--- src/rtl/psg_pkg.sv ---
package psg_pkg;

    typedef enum logic {
        PH_LOW  = 1'b0,
        PH_HIGH = 1'b1
    } phase_e;

    typedef struct packed {
        logic ram;
        logic rom;
        logic io;
    } region_sel_t;

endpackage

--- src/rtl/psg_bank_capture.sv ---
module psg_bank_capture #(
    parameter int BANK_W = 8
) (
    input  logic              clk,
    input  logic              rst_n,
    input  logic              open_i,
    input  logic              phase_high_i,
    input  logic [BANK_W-1:0] data_i,
    output logic [BANK_W-1:0] bank_eff_o
);
    logic [BANK_W-1:0] bank_q;

    // Latch model: follows the bus while open, holds once closed.
    always_ff @(posedge clk or negedge rst_n) begin
        if (!rst_n) begin
            bank_q <= '0;
        end else if (open_i) begin
            bank_q <= data_i;
        end
    end

    assign bank_eff_o = open_i ? data_i : bank_q;

    // the held byte cannot move while the phase stays high.
    assert_bank_hold_R5: assert property (@(posedge clk) disable iff (!rst_n)
        (phase_high_i && $past(phase_high_i)) |-> $stable(bank_q));

endmodule

--- src/rtl/psg_region_decode.sv ---
module psg_region_decode
    import psg_pkg::*;
#(
    parameter int              ADDR_W = 24,
    parameter logic [ADDR_W-1:0] RAM_LO = 'h000000,
    parameter logic [ADDR_W-1:0] RAM_HI = 'h07FFFF,
    parameter logic [ADDR_W-1:0] ROM_LO = 'h00E000,
    parameter logic [ADDR_W-1:0] ROM_HI = 'h00FFFF,
    parameter logic [ADDR_W-1:0] IO_LO  = 'h00C000,
    parameter logic [ADDR_W-1:0] IO_HI  = 'h00DFFF
) (
    input  logic [ADDR_W-1:0] addr_i,
    input  logic              valid_i,
    output region_sel_t       sel_o
);
    logic hit_ram, hit_rom, hit_io;

    always_comb begin
        hit_ram = (addr_i >= RAM_LO) && (addr_i <= RAM_HI);
        hit_rom = (addr_i >= ROM_LO) && (addr_i <= ROM_HI);
        hit_io  = (addr_i >= IO_LO)  && (addr_i <= IO_HI);
        // Priority: ROM, then I/O, then RAM.
        sel_o.rom = valid_i && hit_rom;
        sel_o.io  = valid_i && hit_io && !hit_rom;
        sel_o.ram = valid_i && hit_ram && !hit_rom && !hit_io;
    end

endmodule

--- src/rtl/phase_strobe_gen.sv ---
module phase_strobe_gen
    import psg_pkg::*;
#(
    parameter int BANK_W = 8,
    parameter int OFFS_W = 16,
    parameter logic [BANK_W+OFFS_W-1:0] RAM_LO = 'h000000,
    parameter logic [BANK_W+OFFS_W-1:0] RAM_HI = 'h07FFFF,
    parameter logic [BANK_W+OFFS_W-1:0] ROM_LO = 'h00E000,
    parameter logic [BANK_W+OFFS_W-1:0] ROM_HI = 'h00FFFF,
    parameter logic [BANK_W+OFFS_W-1:0] IO_LO  = 'h00C000,
    parameter logic [BANK_W+OFFS_W-1:0] IO_HI  = 'h00DFFF
) (
    input  logic                     clk,
    input  logic                     rst_n,
    input  logic                     phi2,
    input  logic                     rw_n,
    input  logic                     vda,
    input  logic                     vpa,
    input  logic [BANK_W-1:0]        data_in,
    input  logic [OFFS_W-1:0]        addr_in,
    output logic [BANK_W+OFFS_W-1:0] bus_addr,
    output logic                     ram_cs_n,
    output logic                     rom_cs_n,
    output logic                     io_cs_n,
    output logic                     oe_n,
    output logic                     we_n
);
    localparam int ADDR_W = BANK_W + OFFS_W;

    phase_e            state_q, state_d;
    logic [BANK_W-1:0] bank_eff;
    logic [ADDR_W-1:0] addr_full;
    region_sel_t       sel;

    // Next phase: RISE and FALL transitions.
    always_comb begin
        state_d = state_q;
        unique case (state_q)
            PH_LOW:  if (phi2)  state_d = PH_HIGH;  // RISE
            PH_HIGH: if (!phi2) state_d = PH_LOW;   // FALL
            default: state_d = PH_LOW;
        endcase
    end

    // State register.
    always_ff @(posedge clk or negedge rst_n) begin
        if (!rst_n) state_q <= PH_LOW;
        else        state_q <= state_d;
    end

    psg_bank_capture #(.BANK_W(BANK_W)) u_bank (
        .clk          (clk),
        .rst_n        (rst_n),
        .open_i       (state_d == PH_LOW),
        .phase_high_i (state_q == PH_HIGH),
        .data_i       (data_in),
        .bank_eff_o   (bank_eff)
    );

    assign addr_full = {bank_eff, addr_in};

    psg_region_decode #(
        .ADDR_W (ADDR_W),
        .RAM_LO (RAM_LO), .RAM_HI (RAM_HI),
        .ROM_LO (ROM_LO), .ROM_HI (ROM_HI),
        .IO_LO  (IO_LO),  .IO_HI  (IO_HI)
    ) u_dec (
        .addr_i  (addr_full),
        .valid_i (vda || vpa),
        .sel_o   (sel)
    );

    // Output process: selects early, strobes gated by the high phase.
    always_ff @(posedge clk or negedge rst_n) begin
        if (!rst_n) begin
            bus_addr <= '0;
            ram_cs_n <= 1'b1;
            rom_cs_n <= 1'b1;
            io_cs_n  <= 1'b1;
            oe_n     <= 1'b1;
            we_n     <= 1'b1;
        end else begin
            bus_addr <= addr_full;
            ram_cs_n <= !sel.ram;
            rom_cs_n <= !sel.rom;
            io_cs_n  <= !sel.io;
            unique case (state_d)
                PH_LOW: begin
                    oe_n <= 1'b1;
                    we_n <= 1'b1;
                end
                PH_HIGH: begin
                    oe_n <= !rw_n;
                    we_n <= rw_n;
                end
                default: begin
                    oe_n <= 1'b1;
                    we_n <= 1'b1;
                end
            endcase
        end
    end

    assert_no_overlap_R4: assert property (@(posedge clk) disable iff (!rst_n)
        !(!oe_n && !we_n));

    assert_strobe_phase_R4: assert property (@(posedge clk) disable iff (!rst_n)
        (!oe_n || !we_n) |-> (state_q == PH_HIGH));

    assert_onehot_cs_R10: assert property (@(posedge clk) disable iff (!rst_n)
        $onehot0({!ram_cs_n, !rom_cs_n, !io_cs_n}));

    assert_cs_valid_R6: assert property (@(posedge clk) disable iff (!rst_n)
        (!ram_cs_n || !rom_cs_n || !io_cs_n) |-> $past(vda || vpa));

endmodule

--- config.mk ---
export PLATFORM = sky130hd
export DESIGN_NAME = phase_strobe_gen
export DESIGN_NICKNAME = d
export VERILOG_FILES = /design/src/rtl/psg_pkg.sv /design/src/rtl/psg_bank_capture.sv /design/src/rtl/psg_region_decode.sv /design/src/rtl/phase_strobe_gen.sv
export SDC_FILE = /design/constraint.sdc
export NUM_CORES = 1
export LEC_CHECK = 0
export BUFFER_PORTS_ARGS = -buffer_cell sky130_fd_sc_hd__buf_4
export CAP_MARGIN = 20
export CORE_MARGIN = 3
export CORE_UTILIZATION = 29
export DETAILED_ROUTE_END_ITERATION = 10
export HOLD_SLACK_MARGIN = 0.02
export REMOVE_ABC_BUFFERS = 1
export SYNTH_ARGS = -nofsm -noshare
export SYNTH_HDL_FRONTEND = slang
export SYNTH_SLANG_ARGS = --single-unit
--- constraint.sdc ---
create_clock -name clk -period 2.7 [get_ports clk]
set_input_delay 0.27 -clock clk [delete_from_list [all_inputs] [get_ports clk]]
set_output_delay 0.27 -clock clk [all_outputs]
set_load 0.02 [all_outputs]
==> qor.txt, run 1 <==
DR vias/cell -> 4.255
P_int -> 0.6870 mW
FP Rows -> 20
Starting Density -> 30.93%
DP Area -> 0.001445 sq mm
clock root buffer -> clkbuf_4
CTS sink cnt -> 29
post-route design area -> 0.001525 sq mm
Syn Inst Count -> 55
yosys warns -> 0
VDD IR max -> 205.7 uV
critical path type -> flip-flop to flip-flop
grt ovf -> 0
Max Slew Vio Count -> 0
met1 global-route usage -> 12.81%
RSZ-0062 raised after global routing -> false
ant diodes -> 0
core area -> 0.003103 sq mm
Net Switching -> 0.2250 mW
Post-synth ARST share -> 100.0%
layout cells sized above 1 -> 66.94%
Lkg Pwr -> 0.7127 nW
number of flops mapped to enable cells by yosys -> 0
clk slew on worst S/H paths -> 0.09 ns
Post-CTS Hold Fix Bufs -> 1
IO buf count -> 58
Setup TNS Final -> 0 ns
Tightest Pin Transition -> 0.3598 ns
Routed Antenna Nets -> 0
global routing's busiest layer -> met2
Clk Latency, worst-skew pair -> 0.31 ns
Vias -> 702
Die Span Y -> 63.53 microns
Seq pwr share -> 52.1%
power consumption -> 0.9120 mW
Global Route met2 Usage -> 19.30%
Final setup viols -> 0
met3 usage -> 6.239%
Tmin final -> 1.449 ns
CTS H-tree lvls -> 2
CP Max Fanout -> 3
Final GP Congestion -> 0.6840
Pre-Repair DR Iteration Count -> 4
synth top area cells -> dfrtp_1 63%, dfstp_2 14%, mux2_2 8.2%, nor4b_4 2.5%, o21ai_1 1.6%
Resized cells post-CTS -> 0
Primary FF master, synth -> dfrtp_1
Total GRT Usage -> 11.84%
post-CTS setup buffers -> 0
slew margin rel. -> 76.01%
CTS buffer count -> 5
drt initial violations -> 25
post-synth cell types -> 19
Cell Pwr Density -> 597.9 mW/mm^2
number of global-route vias before repair -> 792
CTS tree -> yes
fin crit share -> 53.65%
clock network power share -> 31.9%
fmax -> 690.3 MHz
initial antenna violation count -> 0
hold slack final -> 0.06164 ns
drc violations -> 0
P&R area growth vs syn -> 58.93%
Final Skew -> 0.006983 ns
share of the synthesized area in the top cell type -> 62.58%
largest area contributor in the netlist -> dfrtp_1
Hold WC Path Type -> input pin to flip-flop
mean routed wirelength per cell -> 12.99 microns
die width -> 63.53 microns
Synth Area per Inst -> 17.45 sq um
Crit. End Element -> flip-flop
register area share after synthesis -> 76.27%
combinational share of power -> 16.0%
largest net degree at the start of global routing -> 30
Required @ worst endpoint -> 2.93 ns
number of synthesized register bits -> 29
MaxCap Viol Count -> 0
Fin. Hold Viols -> 0
nets@finish -> 150
switching share of power -> 24.67%
Startpoint Class -> flip-flop
status -> complete, no violations
Post-Route WL -> 2143 microns
first-pass GRT wire length -> 3643 microns
Syn Std Cell Area -> 959.7 sq um
die area -> 0.004035 sq mm
WP data arrival -> 1.68 ns
maximum buffer depth of the clock tree -> 2
I/O pin count -> 59
==> power by group through the flow <==
stage	Sequential, mW	Combinational (mW)	Clock, mW
floorplan	0.516	0.0215	0
global placement	0.483	0.147	0
detailed placement	0.484	0.147	0
CTS	0.476	0.149	0.303
global route	0.480	0.157	0.331
finish	0.475	0.146	0.291
==> placed cells by master (no fill, tap or decap) <==
master,n
clkbuf_8,2
clkinv_2,1
or4_4,1
buf_4,58
dfstp_2,5
o21ai_1,3
clkbuf_4,5
a2111oi_0,1
a211oi_1,1
nor2_1,1
dfrtp_1,24
nand3_1,1
dlygate4sd3_1,1
or4_1,1
nor4_2,1
or3b_1,1
nor4b_4,1
mux2_2,7
nand2b_1,1
a211o_1,1
mux2_1,1
or3_1,1
nand2_1,2
==> kinds of logic (layout without fill, tap and decap cells) <==
kind of cell,Yosys count,count (layout),synth area share (%)
compound gates,6,6,4.172
simple gates,11,11,9.648
mux,8,8,9.388
buf+inv,1,67,0.5210
flops,29,29,76.27
==> worst max-delay path, stage by stage (launching register included) <==
cell	delay, ns
dfrtp_1	0.41
or4_4	0.55
nor4b_4	0.30
o21ai_1	0.11
==> final timing paths <==
kind | from | end | slack, ns | cells past startpoint
hold reg to reg | u_bank.bank_q[1] | u_bank.bank_q[1] | 0.54 | 1
setup / recovery | u_bank.bank_q[3] | io_cs_n | 1.25 | 3
min in group asynchronous | rst_n | u_bank.bank_q[1] | 0.41 | 2
setup reg to reg | u_bank.bank_q[3] | io_cs_n | 1.25 | 3
hold / removal | addr_in[5] | bus_addr[5] | 0.06 | 1
max in group asynchronous | rst_n | ram_cs_n | 1.98 | 2
==> area by class of cell <==
class / count / area, sq um
Fill cell: 286 / 1578
Sequential cell: 29 / 732.0
Timing Repair Buffer: 59 / 445.4
Multi-Input combinational cell: 25 / 222.7
Clock buffer: 7 / 65.06
Tap cell: 44 / 55.05
Clock inverter: 1 / 5.005
==> sequential cells by signal, indices dropped and copies added (netlist names) <==
name	cells
bus_addr	17
u_bank.bank_q	7
io_cs_n	1
oe_n	1
ram_cs_n	1
rom_cs_n	1
we_n	1
==> routing by layer <==
layer,vias up,share of wire (%)
met2,39,50
met1,336,40
li1,325,-
met3,2,10
met4,0,0.33
met5,-,0
==> cell usage after synthesis, drive strengths merged (2+ instances only) <==
master and count:
nand2 2, mux2 8, o21ai 3, dfrtp 24, dfstp 5, or4 2
==> stage by stage <==
step	setup slack (ns)	utilization, %	std cells
floorplan	1.219	-	54
global placement	1.264	46.57	156
detailed placement	1.236	46.57	156
CTS	1.239	49.15	165
global route	1.195	49.15	165
finish	1.251	49.15	165
(Power assumes the default switching activity.)
==> run 2, diff against run 1 <==
==> constraint.sdc (replaced) <==
create_clock -name clk -period 1.47 [get_ports clk]
set_input_delay 0.147 -clock clk [delete_from_list [all_inputs] [get_ports clk]]
set_output_delay 0.147 -clock clk [all_outputs]
set_load 0.02 [all_outputs]
==> qor.txt, run 2 (synthesized netlist as in run 1, its figures left out) <==
status -> complete, no violations (unchanged)
fin crit share -> 97.67% (was 53.65%)
die area -> 0.004035 sq mm (unchanged)
Die Span Y -> 63.53 microns (unchanged)
clk slew on worst S/H paths -> 0.09 ns (about the same)
first-pass GRT wire length -> 4409 microns (was 3643 microns)
Startpoint Class -> flip-flop (unchanged)
Crit path largest cell delay -> 0.55 ns (about the same)
r2r startpoint -> u_bank.bank_q[3] (unchanged)
drt initial violations -> 24 (was 25)
CTS H-tree lvls -> 2 (unchanged)
Required @ worst endpoint -> 1.71 ns (was 2.93 ns)
Lkg Pwr -> 0.8131 nW (was 0.7127 nW)
slew margin rel. -> 76.73% (was 76.01%)
setup ws final -> 0.03421 ns (was 1.251 ns)
layout cells sized above 1 -> 59.03% (was 66.94%)
power consumption -> 1.886 mW (was 0.9120 mW)
fmax -> 696.5 MHz (was 690.3 MHz)
WP data arrival -> 1.68 ns (about the same)
CTS tree -> yes (unchanged)
Total GRT Usage -> 14.77% (was 11.84%)
critical path endpoint -> rom_cs_n (was io_cs_n)
FF-to-FF End -> rom_cs_n (was io_cs_n)
initial antenna violation count -> 0 (unchanged)
Fin. Hold Viols -> 0 (unchanged)
Net Switching -> 0.4519 mW (was 0.2250 mW)
Non-Filler Instances -> 188 (was 165)
I/O pin count -> 59 (unchanged)
maximum buffer depth of the clock tree -> 2 (unchanged)
switching share of power -> 23.96% (was 24.67%)
Max Slew Vio Count -> 0 (unchanged)
DR vias/cell -> 4.186 (was 4.255)
most frequent cells in the layout -> 62 x buf_4, 24 x dfrtp_1, 20 x dlygate4sd3_1 (was 58 x buf_4, 24 x dfrtp_1, 7 x mux2_2)
hold slack final -> 0.05490 ns (was 0.06164 ns)
Final GP Congestion -> 0.7658 (was 0.6840)
Most flops, register -> bus_addr (unchanged)
CTS sink cnt -> 29 (unchanged)
ant diodes -> 0 (unchanged)
Vias -> 787 (was 702)
Worst R2R Setup Slack -> 0.03 ns (was 1.25 ns)
DP Worst Slack -> 0.001636 ns (was 1.236 ns)
CTS buffer count -> 5 (unchanged)
r2r worst-path depth -> 3 (unchanged)
worst hold path cell count -> 2 (was 1)
core area -> 0.003103 sq mm (unchanged)
Hold WC Path Type -> input pin to flip-flop (unchanged)
VDD IR max -> 476.2 uV (was 205.7 uV)
IO buf count -> 58 (unchanged)
drc violations -> 0 (unchanged)
CP Cell Sequence -> or4_4 -> nor4b_4 -> o21ai_1 (unchanged)
clock network power share -> 36.3% (was 31.9%)
die width -> 63.53 microns (unchanged)
Routed Antenna Nets -> 0 (unchanged)
commonest non-fill, non-tap cell in the layout -> buf_4 (unchanged)
Cell Pwr Density -> 1068 mW/mm^2 (was 597.9 mW/mm^2)
clock root buffer -> clkbuf_4 (unchanged)
P&R area growth vs syn -> 83.96% (was 58.93%)
FP Rows -> 20 (unchanged)
P_int -> 1.434 mW (was 0.6870 mW)
Tmin final -> 1.436 ns (was 1.449 ns)
placed cells -> 158 (was 156)
Clk Latency, worst-skew pair -> 0.33 ns (was 0.31 ns)
Crit. End Element -> flip-flop (unchanged)
CP Max Fanout -> 3 (unchanged)
Starting Density -> 30.93% (unchanged)
Pre-Repair DR Iteration Count -> 2 (was 4)
Seq pwr share -> 46.2% (was 52.1%)
Final setup viols -> 0 (unchanged)
largest net degree at the start of global routing -> 30 (unchanged)
grt ovf -> 0 (unchanged)
mean routed wirelength per cell -> 13.67 microns (was 12.99 microns)
combinational share of power -> 17.5% (was 16.0%)
number of global-route vias before repair -> 877 (was 792)
biggest regs -> bus_addr: 17 flops, u_bank.bank_q: 7 flops (unchanged)
max reg flops -> 17 (unchanged)
RSZ-0062 raised after global routing -> true (was false)
MaxCap Viol Count -> 0 (unchanged)
Tightest Pin Transition -> 0.3491 ns (was 0.3598 ns)
CP max-delay cell -> or4_4 (unchanged)
Crit. Startpoint -> u_bank.bank_q[3] (unchanged)
Final Skew -> 0.01431 ns (was 0.006983 ns)
Post-Route WL -> 2570 microns (was 2143 microns)
critical path type -> flip-flop to flip-flop (unchanged)
nets@finish -> 173 (was 150)
run 2: cell types whose count changed in the layout (fill, tap and decap cells not counted):
cell,previous run,this run
a2111oi_1,0,1
clkinv_2,1,0
a2111oi_0,1,0
clkinvlp_4,0,1
clkbuf_8,2,1
dlygate4sd3_1,1,20
buf_4,58,62
bufinv_16,0,1
run 2: cell type report:
type	instances	area (sq um)
fillers	286	1338
repair buffers	82	665.6
well taps	44	55.05
flip-flops and latches	29	732.0
clock buffers	6	51.30
clock inverters	2	37.54
multi-input cells	25	224.0
run 2: what timing repair did:
action                     in CTS  in global routing
buffers inserted                0                  2
setup endpoints to repair       0                  3
hold endpoints to repair       45                  0
gates resized for setup         0                  1
hold buffers                   20                  0
run 2: power by group through the flow:
| stage | clock network [mW] | logic (mW) | registers, mW |
|---|---|---|---|
| floorplan | 0 | 0.0396 | 0.948 |
| global placement | 0 | 0.276 | 0.884 |
| detailed placement | 0 | 0.278 | 0.887 |
| CTS | 0.709 | 0.323 | 0.872 |
| global route | 0.750 | 0.353 | 0.879 |
| finish | 0.685 | 0.329 | 0.871 |
run 2: per-layer routing:
layer | up-vias | track usage (%) | part of all wire (%)
met3 | 5 | 8.021 | 11
li1 | 371 | - | -
met5 | - | 0 | 0
met4 | 0 | 4.852 | 1.4
met1 | 371 | 16.08 | 36
met2 | 40 | 24.38 | 51
run 2: how the worst min path moves through the flow:
stage / startpoint / endpoint / slack (ns)
4_1_cts: data_in[4] / u_bank.bank_q[4] / 0.04
6_report: data_in[4] / u_bank.bank_q[4] / 0.05
2_1_floorplan: rst_n / bus_addr[0] / -0.15
5_1_grt: data_in[4] / u_bank.bank_q[4] / 0.03
3_5_place_dp: rst_n / bus_addr[3] / 0.09
3_3_place_gp: rst_n / bus_addr[3] / 0.08
run 2: through the flow:
| stage | TNS (ns) | area, sq um | utilization [%] |
|---|---|---|---|
| 6_report | 0 | 1765 | 56.90 |
| 5_1_grt | -0.1051 | 1765 | 56.90 |
| 4_1_cts | 0 | 1749 | 56.37 |
| 3_5_place_dp | 0 | 1460 | 47.06 |
| 3_3_place_gp | 0 | 1460 | 47.06 |
| 2_1_floorplan | -0.01767 | 954.7 | - |
run 2: worst max-delay path: cells and delay by family, from the launching register on:
family          cells  cell delay (ns)
compound gates      1             0.10
flops               1             0.38
simple gates        2             0.87
==> run 3, diff against run 2 <==
--- a/config.mk
+++ b/config.mk
@@ -7,6 +7,7 @@
 export LEC_CHECK = 0
 export BUFFER_PORTS_ARGS = -buffer_cell sky130_fd_sc_hd__buf_4
 export CAP_MARGIN = 20
+export CORE_ASPECT_RATIO = 1.25
 export CORE_MARGIN = 3
 export CORE_UTILIZATION = 29
 export DETAILED_ROUTE_END_ITERATION = 10
==> qor.txt, run 3 (synthesized netlist as in run 1, its figures left out) <==
number of global-route vias before repair -> 849 (was 877)
multi-input logic area -> 229.0 sq um (was 224.0 sq um)
mean routed wirelength per cell -> 13.72 microns (was 13.67 microns)
nets@finish -> 172 (was 173)
DR vias/cell -> 4.318 (was 4.186)
drc violations -> 0 (unchanged)
Final GP Congestion -> 0.6224 (was 0.7658)
Final setup viols -> 0 (unchanged)
clock root buffer -> clkbuf_4 (unchanged)
Fin. Hold Viols -> 0 (unchanged)
layout filler cell count -> 270 (was 286)
FP Rows -> 22 (was 20)
commonest non-fill, non-tap cell in the layout -> buf_4 (unchanged)
r2r worst-path depth -> 3 (unchanged)
die width -> 57.45 microns (was 63.53 microns)
P&R area growth vs syn -> 78.62% (was 83.96%)
Routed Antenna Nets -> 0 (unchanged)
CP Max Fanout -> 3 (unchanged)
critical path endpoint -> io_cs_n (was rom_cs_n)
Crit. Startpoint -> u_bank.bank_q[6] (was u_bank.bank_q[3])
Post-Route WL -> 2455 microns (was 2570 microns)
biggest regs -> bus_addr: 17 flops, u_bank.bank_q: 7 flops (unchanged)
largest net degree at the start of global routing -> 30 (unchanged)
Lkg Pwr -> 0.7979 nW (was 0.8131 nW)
status -> complete, no violations (unchanged)
Vias -> 773 (was 787)
slew margin rel. -> 76.47% (was 76.73%)
CTS sink cnt -> 29 (unchanged)
Required @ worst endpoint -> 1.71 ns (about the same)
r2r startpoint -> u_bank.bank_q[6] (was u_bank.bank_q[3])
RSZ-0062 raised after global routing -> true (unchanged)
Startpoint Class -> flip-flop (unchanged)
drt initial violations -> 7 (was 24)
sequential cell area -> 732.0 sq um (unchanged)
die area -> 0.004040 sq mm (was 0.004035 sq mm)
most frequent cells in the layout -> 63 x buf_4, 24 x dfrtp_1, 18 x dlygate4sd3_1 (was 62 x buf_4, 24 x dfrtp_1, 20 x dlygate4sd3_1)
critical path type -> flip-flop to flip-flop (unchanged)
Cell Pwr Density -> 968.5 mW/mm^2 (was 1068 mW/mm^2)
CTS H-tree lvls -> 2 (unchanged)
core area -> 0.003055 sq mm (was 0.003103 sq mm)
Final Skew -> 0.003376 ns (was 0.01431 ns)
Tightest Pin Transition -> 0.3530 ns (was 0.3491 ns)
grt ovf -> 0 (unchanged)
VDD IR max -> 608.6 uV (was 476.2 uV)
IO buf count -> 58 (unchanged)
Clk Latency, worst-skew pair -> 0.33 ns (about the same)
Hold WC Path Type -> input pin to flip-flop (unchanged)
ant diodes -> 0 (unchanged)
Most flops, register -> bus_addr (unchanged)
fin crit share -> 96.86% (was 97.67%)
max reg flops -> 17 (unchanged)
hold slack final -> 0.04772 ns (was 0.05490 ns)
layout cells sized above 1 -> 60.84% (was 59.03%)
FF-to-FF End -> io_cs_n (was rom_cs_n)
Worst R2R Setup Slack -> 0.05 ns (was 0.03 ns)
CTS tree -> yes (unchanged)
final core utilization -> 56.10% (was 56.90%)
Tmin final -> 1.424 ns (was 1.436 ns)
Setup TNS Final -> 0 ns (unchanged)
DP HPWL -> 1740 microns
initial antenna violation count -> 0 (unchanged)
Total GRT Usage -> 13.09% (was 14.77%)
Die Span Y -> 70.32 microns (was 63.53 microns)
Starting Density -> 31.41% (was 30.93%)
MaxCap Viol Count -> 0 (unchanged)
Crit. End Element -> flip-flop (unchanged)
Pre-Repair DR Iteration Count -> 3 (was 2)
CTS buffer count -> 5 (unchanged)
maximum buffer depth of the clock tree -> 2 (unchanged)
Max Slew Vio Count -> 0 (unchanged)
clk slew on worst S/H paths -> 0.09 ns (about the same)
I/O pin count -> 59 (unchanged)
WP data arrival -> 1.67 ns (was 1.68 ns)
first-pass GRT wire length -> 3836 microns (was 4409 microns)
fmax -> 702.3 MHz (was 696.5 MHz)
## run 3: cell types whose count changed in the layout (fill, tap and decap cells not counted)
cell	before	now
dlygate4sd3_1	20	18
clkbuf_8	1	0
buf_4	62	63
clkinv_2	0	2
a2111oi_2	0	1
bufinv_16	1	0
a2111oi_1	1	0
## run 3: per-layer routing
layer  vias to the layer above  track usage (%)  share of wire [%]
met2                        30            22.49                 56
li1                        368                -                  -
met1                       369            12.60                 34
met3                         6            5.545                7.9
met4                         0            7.732                2.3
met5                         -                0                  0
## run 3: worst min path at each step
stage                                   to  startpoint  slack (ns)  cells after the start
after floorplan                bus_addr[0]       rst_n       -0.15                      0
after global placement        bus_addr[11]       rst_n        0.08                      1
after detailed placement       bus_addr[8]       rst_n        0.09                      1
after CTS                 u_bank.bank_q[4]  data_in[4]        0.03                      2
after global routing      u_bank.bank_q[5]  data_in[5]        0.03                      2
final                     u_bank.bank_q[4]  data_in[4]        0.05                      2
## run 3: final cells by class
type                       count  share of cell area (%)
sequential                    29                   42.70
timing repair buffer          81                   38.10
multi-input combinational     25                   13.36
clock buffer                   5                   2.190
tap                           36                   2.628
clock inverter                 3                   1.022
## run 3: critical path, stage by stage, from the launching register on
cell     delay, ns
dfrtp_1       0.39
or4_4         0.54
nor4b_4       0.32
o21ai_1       0.10
## run 3: what timing repair did
item,in CTS,in global routing
resized for setup,1,1
hold buffers,18,0
endpoints found under the hold margin,47,0
pin swaps,2,4
endpoints found under the setup margin,1,3
setup buffers,2,2
## run 3: metrics by stage
step                setup slack [ns]  area (sq um)  std cells  power, mW
floorplan                   -0.01085         954.7         54     0.9874
global placement             0.06399          1443        149      1.156
detailed placement          -0.04183          1443        149      1.163
CTS                         0.004090          1694        177      1.679
global route                -0.01408          1714        179      1.746
finish                       0.04616          1714        179      1.660
## run 3: power by group
group,leakage (nW),switching (mW),internal (mW)
Sequential,0.333,0.0237,0.848
Combinational,0.434,0.148,0.182
Clock,0.0310,0.279,0.180
Total,0.798,0.451,1.21
